`config.mk`:
```
export PLATFORM = sky130hd
export DESIGN_NAME = clk_src_ctl
export DESIGN_NICKNAME = d
export VERILOG_FILES = /design/src/rtl/clk_src_ctl.sv
export SDC_FILE = /design/constraint.sdc
export NUM_CORES = 1
export LEC_CHECK = 0
export CORE_ASPECT_RATIO = 1.5
export CORE_MARGIN = 2
export CORE_UTILIZATION = 34
export CTS_CLUSTER_DIAMETER = 100
export DETAILED_ROUTE_END_ITERATION = 6
export PLACE_DENSITY = 0.74
export REMOVE_ABC_BUFFERS = 1
export SLEW_MARGIN = 25
export SYNTH_ARGS = -nofsm -noshare
export SYNTH_HDL_FRONTEND = slang
export SYNTH_SLANG_ARGS = --single-unit
```
`constraint.sdc`:
```
create_clock -name clk -period 1 [get_ports clk]
set_input_delay 0.15 -clock clk [delete_from_list [all_inputs] [get_ports clk]]
set_output_delay 0.15 -clock clk [all_outputs]
set_load 0.01 [all_outputs]
```
`src/rtl/clk_src_ctl.sv`:
```
module clk_src_ctl (
  input  logic       clk,
  input  logic       rst_n,
  input  logic       wr_en,
  input  logic [7:0] wr_data,
  output logic [7:0] rd_data,
  input  logic       stop_enter,
  input  logic       wake_up,
  input  logic       xtal_fuse_ok,
  input  logic [7:0] pwr_mode,
  output logic [1:0] src_sel,
  output logic [1:0] sys_div,
  output logic       rc_osc_en,
  output logic       xtal_osc_en,
  output logic       stop_deep,
  output logic       stop_light
);
  localparam logic [7:0] RESET_VAL = 8'h24;
  localparam logic [1:0] SRC_RC    = 2'b00;
  localparam logic [1:0] SRC_XTAL  = 2'b01;
  localparam logic [7:0] MODE_STOP = 8'h03;

  logic [7:0] ctl_q;
  logic [1:0] app_src_q, app_div_q;
  logic       armed_q;

  wire sw_mode  = ctl_q[4];
  wire sw_write = wr_en && wr_data[4];
  wire commit   = wake_up && armed_q;
  wire xstop    = ctl_q[2] | ~xtal_fuse_ok;

  always_ff @(posedge clk or negedge rst_n) begin
    if (!rst_n) begin
      ctl_q     <= RESET_VAL;
      app_src_q <= RESET_VAL[1:0];
      app_div_q <= RESET_VAL[6:5];
      armed_q   <= 1'b0;
    end else begin
      if (wr_en) ctl_q <= wr_data;
      if (sw_write) begin
        app_src_q <= wr_data[1:0];
        app_div_q <= wr_data[6:5];
      end else if (commit) begin
        app_src_q <= ctl_q[1:0];
        app_div_q <= ctl_q[6:5];
      end
      if (wake_up)         armed_q <= 1'b0;
      else if (stop_enter) armed_q <= 1'b1;
    end
  end

  assign rd_data     = {ctl_q[7:3], xstop, ctl_q[1:0]};
  assign src_sel     = app_src_q;
  assign sys_div     = (app_src_q == SRC_RC) ? app_div_q : 2'b00;
  assign rc_osc_en   = sw_mode ? ~ctl_q[3] : 1'b1;
  assign xtal_osc_en = xtal_fuse_ok &&
                       (sw_mode ? ~ctl_q[2]
                                : (app_src_q == SRC_XTAL || ctl_q[1:0] == SRC_XTAL));
  assign stop_deep   = (pwr_mode == MODE_STOP) && !ctl_q[7];
  assign stop_light  = (pwr_mode == MODE_STOP) && ctl_q[7];

  p_div_gate_r4: assert property (@(posedge clk) disable iff (!rst_n)
    (src_sel != SRC_RC) |-> (sys_div == 2'b00));

  p_sw_apply_r5: assert property (@(posedge clk) disable iff (!rst_n)
    sw_write |=> (src_sel == $past(wr_data[1:0])));

  p_hold_r6: assert property (@(posedge clk) disable iff (!rst_n)
    (!wr_en && !wake_up) |=> ($stable(src_sel) && $stable(sys_div)));

  p_rc_on_hw_r8: assert property (@(posedge clk) disable iff (!rst_n)
    !rd_data[4] |-> rc_osc_en);

  p_fuse_r9: assert property (@(posedge clk) disable iff (!rst_n)
    !xtal_fuse_ok |-> (!xtal_osc_en && rd_data[2]));

  p_stop_excl_r10: assert property (@(posedge clk) disable iff (!rst_n)
    !(stop_deep && stop_light));
endmodule

```
==> results.yml <==
status:
  status: "finished with violations"
  violations: "setup timing"
yosys:
  synth_mux_area_frac: 0.0957
  syn_avg_cell_area_sq_um: 10.7
  yosys-top-cells-area: "dfrtp_1 (35%), dfstp_2 (11%), buf_4 (8.5%)"
  async_flop_share: 1.00
  synth_top_family_by_area: "simple AND/OR/NAND/NOR gates"
  synth-warning-count: 0
  yosysTopAreaCellShare: 0.355
  synthFlopType: "dfrtp_1"
  ys_ff_latch: 13
  syn-cell-area_sq_um: 706
  yosys.area_share.simple: 0.204
  yosysTopAreaCell: "dfrtp_1"
  synth_xor_area_frac: 0
  yosysSeqAreaShare: 0.466
  synth_compound_area_frac: 0.121
  synth_cell_types: 22
  netlist_top_cells_count: "dfrtp_1 (10), buf_4 (8)"
  synth_cells: 66
  synthAdderAreaFrac: 0
  yosysMostFrequentCell: "dfrtp_1"
  synth_edf_count: 0
power:
  powerDensity_mw_per_mm2: 1240
  p_leak_nw: 0.560
  ir_worst_vdd_uv: 784
timing:
  timing.fmax_mhz: 699
  setup_viol_count_final: 14
  setup_slack_ns: -0.430
  maxSlewHeadroom: 0.786
  finalHoldViolations: 0
  fin_setup_tns_ns: -2.27
  maxSlewViolCount: 0
  rsz0062_at_grt: "yes"
  fin_crit_ns: 1.43
  fin_skew_ns: 0.00145
  fin_crit_sh: 1.43
  worst_pin_slew_ns: 0.320
drt:
  totalWireLength_mm: 1.81
  viasPerCell: 4.99
  drc: 0
  first_pass_iters: 4
  wl_per_cell_um: 13.8
  vias: 654
  drt-initial-drc-count: 4
  detail-route-antenna-nets: 0
clock_network:
  clock_sinks: 13
  tritoncts: "done"
  clock_path_buffers: 2
  insertion_delay_ns: 0.27
  ctsHoldBuffers: 0
  cts_made_buffers: 3
  htreeDepth: 1
  cts.clk_slew.worst_paths_ns: 0.08
  cts_root_buffer: "clkbuf_4"
critical_path:
  cp-end-kind: "output port"
  crit_arrival_ns: 1.28
  cp_num_buf_inv: 1
  cp_slowest_cell: "dfrtp_2"
  path_cells: "nor2b_4, o311a_1, buf_2"
  crit_type: "reg -> out"
  required_ns: 0.85
  worstPathMaxFanout: 5
  cpLargestDelayFamily: "flip-flops"
  worst_setup_path_start_kind: "flip-flop"
  critical_path.max_stage_delay_ns: 0.45
flow_run:
  drv_cap: 0
layout:
  fill_cells: 188
  fin_nets: 132
  seqCellArea_sq_um: 333
  multi_input_area_sq_um: 355
  drive_gt1_frac: 0.550
  syn2layout_area_growth_pct: 67.7
  finalNonFillerCells: 131
  diodes: 0
placement:
  routabilityCongestion: 0.787
  portBuffers: 37
  detailed_place_hpwl_mm: 1.33
  placedCellCount: 124
grt:
  antenna_found_initial: 0
  grt_max_degree: 14
  grt_pass1_vias: 697
  gr-total-overflow: 0
  grt_pass1_wl_mm: 2.66
  track_usage: 0.157
floorplanning:
  dieArea_sq_mm: 0.00246
  initial_core_util: 0.353
  die_width_um: 41.2
  chipHeight_um: 59.8
  io_pins: 38
  core_sq_mm: 0.00200
  rows: 20
worst_hold_path:
  hp-class: "in -> async"
==> worst reg2reg max path, stage by stage (launching register included) <==
cell and delay (ns):
dfstp_2 0.53, a21bo_2 0.21, a31oi_1 0.15
==> through the flow <==
stage | hold WS, ns | worst slack [ns] | util | cell area (sq um) | power, W
final | 0.179 | -0.430 | 0.591 | 1180 | 0.00147
after floorplan | -0.146 | -0.129 | - | 633 | 0.000797
after global routing | 0.192 | -0.466 | 0.591 | 1180 | 0.00155
after global placement | 0.468 | -0.961 | 0.553 | 1110 | 0.00110
after detailed placement | 0.479 | -0.996 | 0.553 | 1110 | 0.00111
after CTS | 0.169 | -0.434 | 0.576 | 1150 | 0.00145
==> area by class of cell <==
| cell class | count | area share |
|---|---|---|
| Tap cell | 22 | 0.0233 |
| Timing Repair Buffer | 50 | 0.367 |
| Inverter | 2 | 0.00634 |
| Sequential cell | 13 | 0.281 |
| Clock buffer | 4 | 0.0222 |
| Multi-Input combinational cell | 40 | 0.300 |
==> final timing paths <==
path,startpoint,end,slack [ns],cells after the start
worst max-delay path,src_sel[0]$_DFFE_PN0P_,xtal_osc_en,-0.43,3
worst max register to register,app_div_q[0]$_DFFE_PN1P_,app_div_q[0]$_DFFE_PN1P_,0.04,2
worst min register to register,ctl_q[3]$_DFFE_PN0P_,ctl_q[3]$_DFFE_PN0P_,0.61,1
max in group asynchronous,rst_n,app_div_q[0]$_DFFE_PN1P_,0.59,2
worst min-delay path,rst_n,ctl_q[7]$_DFFE_PN0P_,0.18,2
min in group clk,wake_up,armed_q$_DFFE_PN0P_,0.27,2
==> placed cells by master, fill, tap and decap left out, types with 3 or more instances in the layout <==
| cell type | netlist | layout |
|---|---|---|
| buf_2 | 1 | 11 |
| and3b_1 | 4 | 4 |
| a31oi_1 | 4 | 4 |
| dfrtp_1 | 10 | 7 |
| buf_4 | 8 | 8 |
| dlygate4sd2_1 | 0 | 4 |
| dfstp_2 | 3 | 3 |
| mux2_2 | 4 | 4 |
| clkbuf_4 | 0 | 3 |
| nand2_1 | 4 | 3 |
| buf_6 | 0 | 13 |
| clkdlybuf4s50_1 | 0 | 12 |
| a21bo_2 | 4 | 4 |
| dfrtp_2 | 0 | 3 |
| nand3_1 | 4 | 4 |
==> where the power goes <==
group | switching, W | internal (W) | total [W]
Sequential | 0.0000614 | 0.000599 | 0.000660
Combinational | 0.000170 | 0.000311 | 0.000482
Clock | 0.000173 | 0.000155 | 0.000327
Total | 0.000404 | 0.00106 | 0.00147
==> metal layers <==
metal  wire [um]  GRT usage
met2        1050      0.301
met3         116     0.0149
met4           0     0.0691
met5           0          0
met1         641      0.152
==> state kept, by name (all words and copies together) (netlist names) <==
register / cells
src_sel: 2
app_div_q: 2
armed_q: 1
ctl_q: 8
==> cells by family after synthesis <==
kind of cell,count (synthesis)
compound gates,11
simple gates,23
buf+inv,13
flops,13
mux,6
==> repair_timing <==
item                                    in CTS  in global routing
setup buffers                                2                  2
pin swaps                                    4                  3
resized for setup                           94                 13
endpoints found under the setup margin      16                 17
endpoints found under the hold margin        0                  0
(Power assumes the default switching activity.)
